===== config.mk =====
export PLATFORM = sky130hd
export DESIGN_NAME = slot_sel_decoder
export DESIGN_NICKNAME = d
export VERILOG_FILES = /design/src/rtl/slot_dec_pkg.sv /design/src/rtl/slot_dec_hit.sv /design/src/rtl/slot_dec_qual.sv /design/src/rtl/slot_dec_oreg.sv /design/src/rtl/slot_sel_decoder.sv
export SDC_FILE = /design/constraint.sdc
export NUM_CORES = 1
export LEC_CHECK = 0
export BUFFER_PORTS_ARGS = -buffer_cell sky130_fd_sc_hd__buf_4
export CAP_MARGIN = 30
export CORE_AREA = 2 2 43 45
export DETAILED_ROUTE_END_ITERATION = 6
export DIE_AREA = 0 0 45 47
export PLACE_DENSITY = 0.85
export SYNTH_ARGS = -nofsm -noshare
export SYNTH_HDL_FRONTEND = slang
export SYNTH_HIERARCHICAL = 1
export SYNTH_SLANG_ARGS = --single-unit

===== constraint.sdc =====
create_clock -name clk_i -period 0.8 [get_ports clk_i]
set_input_delay 0.08 -clock clk_i [delete_from_list [all_inputs] [get_ports clk_i]]
set_output_delay 0.08 -clock clk_i [all_outputs]
set_load 0.02 [all_outputs]

===== src/rtl/slot_dec_pkg.sv =====
package slot_dec_pkg;
  localparam int unsigned ADDR_W    = 16;
  localparam int unsigned MAX_SLOTS = 8;
  // address map tags
  localparam logic [7:0] IO_PAGE_TAG   = 8'hC0;     // 0xC000-0xC0FF
  localparam logic [4:0] CARD_BAND_TAG = 5'b11000;  // 0xC000-0xC7FF
  localparam logic [4:0] XROM_TAG      = 5'b11001;  // 0xC800-0xCFFF
endpackage


===== src/rtl/slot_dec_hit.sv =====
module slot_dec_hit
  import slot_dec_pkg::*;
#(
  parameter int unsigned NUM_SLOTS = MAX_SLOTS,
  localparam int unsigned SLOT_W = $clog2(NUM_SLOTS)
) (
  input  logic [ADDR_W-1:0]    addr_i,
  output logic [NUM_SLOTS-1:0] dev_hit_o,
  output logic [NUM_SLOTS-1:1] fw_hit_o,
  output logic                 xrom_hit_o
);
  logic io_page;
  logic card_band;
  logic upper_half;
  logic unused_low;

  assign io_page    = (addr_i[15:8] == IO_PAGE_TAG);
  assign card_band  = (addr_i[15:11] == CARD_BAND_TAG);
  assign upper_half = addr_i[7];
  assign xrom_hit_o = (addr_i[15:11] == XROM_TAG);
  assign unused_low = ^addr_i[3:0];

  for (genvar s = 0; s < NUM_SLOTS; s++) begin : g_dev
    assign dev_hit_o[s] = io_page & upper_half & (addr_i[4 +: SLOT_W] == SLOT_W'(s));
  end

  // slot 0 owns no firmware page: its page is the I/O page
  for (genvar s = 1; s < NUM_SLOTS; s++) begin : g_fw
    assign fw_hit_o[s] = card_band & (addr_i[8 +: SLOT_W] == SLOT_W'(s));
  end
endmodule


===== src/rtl/slot_dec_qual.sv =====
module slot_dec_qual (
  input  logic phi0_i,
  input  logic phi1_i,
  input  logic decode_en_ni,
  output logic open_o
);
  // release only in clean phase zero, never on overlap, never when killed
  assign open_o = phi0_i & ~phi1_i & decode_en_ni;
endmodule


===== src/rtl/slot_dec_oreg.sv =====
module slot_dec_oreg #(
  parameter int unsigned W = 16
) (
  input  logic         clk_i,
  input  logic         rst_ni,
  input  logic [W-1:0] d_i,
  output logic [W-1:0] q_o
);
  always_ff @(posedge clk_i or negedge rst_ni) begin
    if (!rst_ni) q_o <= '1;
    else         q_o <= d_i;
  end
endmodule


===== src/rtl/slot_sel_decoder.sv =====
module slot_sel_decoder
  import slot_dec_pkg::*;
#(
  parameter int unsigned NUM_SLOTS = MAX_SLOTS,
  localparam int unsigned OUT_W = 2 * NUM_SLOTS
) (
  input  logic                 clk_i,
  input  logic                 rst_ni,
  input  logic [ADDR_W-1:0]    addr_i,
  input  logic                 phi0_i,
  input  logic                 phi1_i,
  input  logic                 decode_en_ni,
  output logic [NUM_SLOTS-1:0] dev_sel_no,
  output logic [NUM_SLOTS-1:1] fw_sel_no,
  output logic                 xrom_sel_no
);
  logic [NUM_SLOTS-1:0] dev_hit;
  logic [NUM_SLOTS-1:1] fw_hit;
  logic                 xrom_hit;
  logic                 open_win;
  logic [OUT_W-1:0]     sel_d;
  logic [OUT_W-1:0]     sel_q;

  slot_dec_hit #(.NUM_SLOTS(NUM_SLOTS)) u_hit (
    .addr_i    (addr_i),
    .dev_hit_o (dev_hit),
    .fw_hit_o  (fw_hit),
    .xrom_hit_o(xrom_hit)
  );

  slot_dec_qual u_qual (
    .phi0_i      (phi0_i),
    .phi1_i      (phi1_i),
    .decode_en_ni(decode_en_ni),
    .open_o      (open_win)
  );

  assign sel_d = ~({dev_hit, fw_hit, xrom_hit} & {OUT_W{open_win}});

  slot_dec_oreg #(.W(OUT_W)) u_oreg (
    .clk_i (clk_i),
    .rst_ni(rst_ni),
    .d_i   (sel_d),
    .q_o   (sel_q)
  );

  assign dev_sel_no  = sel_q[OUT_W-1 -: NUM_SLOTS];
  assign fw_sel_no   = sel_q[NUM_SLOTS-1:1];
  assign xrom_sel_no = sel_q[0];
endmodule


==> results of run 1 <==
==> timing repair <==
action                     in CTS  in global routing
setup endpoints to repair      21                 25
pin swaps                       6                  1
hold buffers                    1                  0
buffers inserted                1                  1
resized for setup              23                  9
hold endpoints to repair       16                  0
==> routing by layer <==
metal | wire length, um | up-vias | global-route usage
li1 | - | 308 | -
met1 | 691 | 322 | 0.2336
met2 | 997 | 22 | 0.2943
met3 | 74 | 2 | 0.01154
met4 | 34 | 0 | 0.1294
met5 | 0 | - | 0
==> worst max-delay path by stage <==
stage	cells past startpoint	startpoint	end
finish	1	u_oreg/q_o[3]	fw_sel_no[3]
global route	1	u_oreg/q_o[11]	dev_sel_no[3]
CTS	1	u_oreg/q_o[3]	fw_sel_no[3]
detailed placement	4	addr_i[9]	u_oreg/q_o[10]
global placement	4	addr_i[9]	u_oreg/q_o[10]
floorplan	3	addr_i[9]	u_oreg/q_o[12]
==> through the flow <==
step,hold WS [ns],TNS (ns),instances
final,0.06905,-3.586,124
after global routing,0.06122,-4.259,124
after CTS,0.05372,-3.482,123
after detailed placement,0.1632,-4.184,117
after global placement,0.1470,-3.884,117
after floorplan,-0.06784,-1.514,64
==> power by group through the flow <==
| stage | Clock (mW) | Sequential [mW] | Combinational, mW |
|---|---|---|---|
| 2_1_floorplan | 0 | 0.826 | 0.0787 |
| 3_3_place_gp | 0 | 0.826 | 0.184 |
| 3_5_place_dp | 0 | 0.826 | 0.193 |
| 4_1_cts | 0.525 | 0.814 | 0.218 |
| 5_1_grt | 0.573 | 0.814 | 0.263 |
| 6_report | 0.518 | 0.814 | 0.245 |
==> kinds of logic after synthesis <==
kind of cell / count (synthesis) / share of synthesized area
buffers and inverters: 6 / 0.06503
flip-flops: 16 / 0.5905
AND/OR/NAND/NOR: 42 / 0.3445
==> synthesized netlist by cell type <==
master	instances
dfstp_2	16
nand2_1	14
nor4_1	12
nand2_2	3
nor3_1	3
clkbuf_1	2
inv_1	2
nand2b_1	2
nand4bb_1	2
and3b_1	1
buf_12	1
buf_6	1
nor2_1	1
or2b_1	1
or3_1	1
or3b_1	1
or4b_4	1
==> cell type report <==
type                       instances  area [sq um]
tap                               17         21.27
sequential                        16         420.4
inverter                           2         7.507
multi-input combinational         42         396.6
timing repair buffer              43         434.2
clock buffer                       4         36.28
fill                              90         335.3
==> impl_results.md, run 1 <==
- Worst path cell trace: buf_6
- Fmax: 983.5 MHz
- Synth unique cells: 17
- Die X: 45 um
- RSZ-0062 raised after global routing: yes
- Number of I/O port buffers: 32
- Critical-path maximum fanout: 1
- Int Pwr: 1.214 mW
- DRT antenna net count: 0
- Critical Path RT: 0.72 ns
- Slowest cell on crit path: dfstp_2
- Post-synth top area cell: dfstp_2
- Area after DPL: 0.001074 sq mm
- Status: finished with violations
- Failing checks: negative setup slack
- DRC: 0
- Setup ws final: -0.2168 ns
- Ranking of synthesized cells by area: dfstp_2 (59%), nor4_1 (11%), nand2_1 (7.4%)
- Worst hold path depth: 3
- Avg Cell Area, Syn: 11.12 sq um
- Clock power share: 0.329
- Clock Tree Buf Depth: 2
- TritonCTS Sinks: 16
- Pleak: 0.5191 nW
- TritonCTS clock tree: yes
- Final setup violation count: 19
- First-pass GRT wire length: 2.725 mm
- Post-Synthesis Cells: 64
- Die height: 47 um
- Setup crit end kind: output pin
- P_sw: 0.3627 mW
- Hold Path End: u_oreg/q_o[12]
- Net Sw Frac: 0.2300
- Hold Vio Cnt, Final: 0
- Total power per unit cell area: 1198 mW/mm^2
- Seq cells post-synth: 16
- Num CTS Buffers: 3
- Via count: 654
- Biggest regs: u_oreg/q_o x16
- Core ar.: 0.001652 sq mm
- Detailed Routing Iterations Pass 1: 4
- Drt first-iter violations: 11
- Detailed Place HPWL: 1.167 mm
- WL final: 1.798 mm
- Final Instance Area: 0.001316 sq mm
- Crit-path leading delay family: flip-flops
- Initial Util: 0.4311
- Peak VDD IR: 0.6903 mV
- Total gr overflow: 0
- Sequential fraction of design power: 0.516
- Min Tclk post-route: 1.017 ns
- Max-slew violation count: 0
- Slew margin rel.: 0.7997
- Most frequent cells in the layout: buf_4 (21), buf_6 (17), dfstp_2 (16), nand2_1 (14), nor4_2 (6)
- Final Net Count: 129
- Final Cycle Share: 1.271
- Share of cells above drive strength 1: 0.7757
- Final Power: 1.577 mW
- Worst Min Path Start: addr_i[5]
- Vias in the first global route: 631
- Hold WC Path Type: primary input to register
- Worst Setup Start Kind: register
- CP peak stage delay: 0.54 ns
- Actual slew at the worst max-slew pin: 0.3001 ns
- Final RePlAce weighted congestion: 0.8549
- Buf/Inv on CP: 1
- Critical path class: register to output pin
- CTS clock-pin slew for the worst setup and hold paths: 0.09 ns
- Max reg flops: 16
- Placement Rows: 15
- Arrival time at the worst endpoint: 0.94 ns
- Combinational cell fraction of total power: 0.155
- Most flops, register: u_oreg/q_o
- Final core utilization: 0.7970
- Clock tree root driver cell: clkbuf_4
- N_diodes: 0
- Yosys top cell area share: 0.5905
- Syn_nets: 85
- Die area: 0.002115 sq mm
- I/O pin count: 37
- Max Cap Violations: 0
- Most common cell after layout, fill and taps aside: buf_4
- Setup Slack @ Placement: -0.4550 ns
- Synth Cell Area: 711.9 sq um
- H-tree Lvls: 1
- Synth Warn #: 6
- Routed vias/inst: 5.274
- DR WL/cell: 14.50 um
- Register area share after synthesis: 0.5905
- Synth-to-Final Area Change: 84.89%
- Pin count of the biggest net entering global routing: 17
- Total track usage: 0.1820
- Initial antenna violation count: 0
Note: power is estimated with default switching activity, not from simulation.
==> run 2, diff against run 1 <==
- SKIP_CTS_REPAIR_TIMING: default -> 1
==> impl_results.md, run 2 (synthesis results as in run 1) <==
- Vias in the first global route: 586 (-7.1%)
- Initial antenna violation count: 0 (unchanged)
- Worst path cell trace: buf_6
- Share of cells above drive strength 1: 0.7757 (unchanged)
- Peak VDD IR: 0.7066 mV (+2.4%)
- Met1 Use GR: 0.1869 (-0.04668)
- TritonCTS clock tree: yes
- Most flops, register: u_oreg/q_o
- CP peak stage delay: 0.54 ns (about the same)
- Hold Vio Cnt, Final: 0 (unchanged)
- Final RePlAce weighted congestion: 0.8549 (unchanged)
- I/O pin count: 37 (unchanged)
- Drt first-iter violations: 5 (-6)
- Total track usage: 0.1583 (-0.02369)
- Clock Tree Buf Depth: 2 (unchanged)
- DRT antenna net count: 0 (unchanged)
- TritonCTS Sinks: 16 (unchanged)
- Crit-path leading delay family: flip-flops
- Buf/Inv on CP: 1 (unchanged)
- Max Cap Violations: 0 (unchanged)
- Final Net Count: 129 (unchanged)
- Most Crowded Layer GR: met2
- Max-slew violation count: 0 (unchanged)
- DR WL/cell: 14.73 um (+1.6%)
- Most common cell after layout, fill and taps aside: buf_4
- Biggest regs: u_oreg/q_o x16
- Slowest cell on crit path: dfstp_2
- Critical Path RT: 0.72 ns (about the same)
- Met2 usage: 0.2743 (-0.02000)
- Via count: 652 (-0.31%)
- Final setup violation count: 18 (-1)
- Hold WC Path Type: primary input to register
- Core ar.: 0.001652 sq mm (unchanged)
- Initial Util: 0.4311 (unchanged)
- Max reg flops: 16 (unchanged)
- Most frequent cells in the layout: buf_4 (23), buf_6 (16), dfstp_2 (16), nand2_1 (14), nor4_2 (7)
- Actual slew at the worst max-slew pin: 0.3179 ns (+0.01784 ns)
- Detailed Routing Iterations Pass 1: 4 (unchanged)
- GR Util met3: 0.01154 (unchanged)
- Min Tclk post-route: 1.011 ns (-0.005650 ns)
- Status: finished with violations
- CTS clock-pin slew for the worst setup and hold paths: 0.09 ns (about the same)
- Failing checks: negative setup slack
- Total power per unit cell area: 1210 mW/mm^2 (+1.0%)
- Slew margin rel.: 0.7878 (-0.01190)
- First-pass GRT wire length: 2.408 mm (-12%)
- N_diodes: 0 (unchanged)
- Critical Path End: dev_sel_no[3]
- Arrival time at the worst endpoint: 0.93 ns (about the same)
- DRC: 0 (unchanged)
- Critical-path maximum fanout: 1 (unchanged)
- Placement Rows: 15 (unchanged)
- Die height: 47 um (unchanged)
- Area after DPL: 0.001074 sq mm (unchanged)
- Pin count of the biggest net entering global routing: 17 (unchanged)
- Final Cycle Share: 1.264 (-0.007063)
- Clock tree root driver cell: clkbuf_4
- Detailed Place HPWL: 1.167 mm (unchanged)
- Pleak: 0.5050 nW (-2.7%)
- Num CTS Buffers: 3 (unchanged)
- Synth-to-Final Area Change: 81.37%
- Number of I/O port buffers: 32 (unchanged)
- Setup crit end kind: output pin
- Critical path depth in cells: 1 (unchanged)
- Setup ws final: -0.2112 ns (+0.005650 ns)
- RSZ-0062 raised after global routing: yes
- WL final: 1.827 mm (+1.6%)
- Total gr overflow: 0 (unchanged)
- Critical path class: register to output pin
- Fmax: 989.0 MHz (+0.56%)
- Die area: 0.002115 sq mm (unchanged)
- Setup TNS Final: -3.482 ns (+0.1045 ns)
- Routed vias/inst: 5.258 (-0.31%)
- H-tree Lvls: 1 (unchanged)
- Final Instance Area: 0.001291 sq mm (-1.9%)
- Critical Path Source: u_oreg/q_o[11]
- Die X: 45 um (unchanged)
- Worst Setup Start Kind: register
[run 2: routing by layer]
layer | share of wire | vias up
li1 | - | 309
met1 | 0.42 | 317
met2 | 0.52 | 24
met3 | 0.044 | 2
met4 | 0.017 | 0
met5 | 0 | -
[run 2: power breakdown]
part | leakage, nW | switching [mW] | internal [mW]
registers | 0.168 | 0.000173 | 0.814
clock network | 0.0210 | 0.235 | 0.277
logic | 0.316 | 0.118 | 0.119
[run 2: final cells by class]
| cell class | instances | area (sq um) |
|---|---|---|
| fill | 100 | 360.3 |
| sequential | 16 | 420.4 |
| inverter | 2 | 7.507 |
| tap | 17 | 21.27 |
| clock buffer | 4 | 36.28 |
| multi-input combinational | 42 | 387.9 |
| timing repair buffer | 43 | 417.9 |
[run 2: how the worst min path moves through the flow]
stage          startpoint              to  slack, ns  cells after the start
2_1_floorplan      rst_ni   u_oreg/q_o[0]      -0.07                      0
3_3_place_gp       rst_ni   u_oreg/q_o[2]       0.15                      1
3_5_place_dp       rst_ni   u_oreg/q_o[1]       0.16                      1
4_1_cts            rst_ni   u_oreg/q_o[3]      -0.14                      1
5_1_grt         addr_i[5]  u_oreg/q_o[12]       0.05                      3
6_report        addr_i[5]  u_oreg/q_o[12]       0.06                      3
[run 2: per-stage QoR]
| stage | worst slack (ns) | utilization | std cells | hold slack, ns | power [mW] |
|---|---|---|---|---|---|
| floorplan | -0.2490 | - | 64 | -0.06784 | 0.9051 |
| global placement | -0.3942 | 0.6500 | 117 | 0.1470 | 1.010 |
| detailed placement | -0.4550 | 0.6500 | 117 | 0.1632 | 1.019 |
| CTS | -0.2266 | 0.6720 | 121 | -0.1410 | 1.532 |
| global route | -0.2541 | 0.7818 | 124 | 0.05115 | 1.649 |
| finish | -0.2112 | 0.7818 | 124 | 0.06193 | 1.563 |
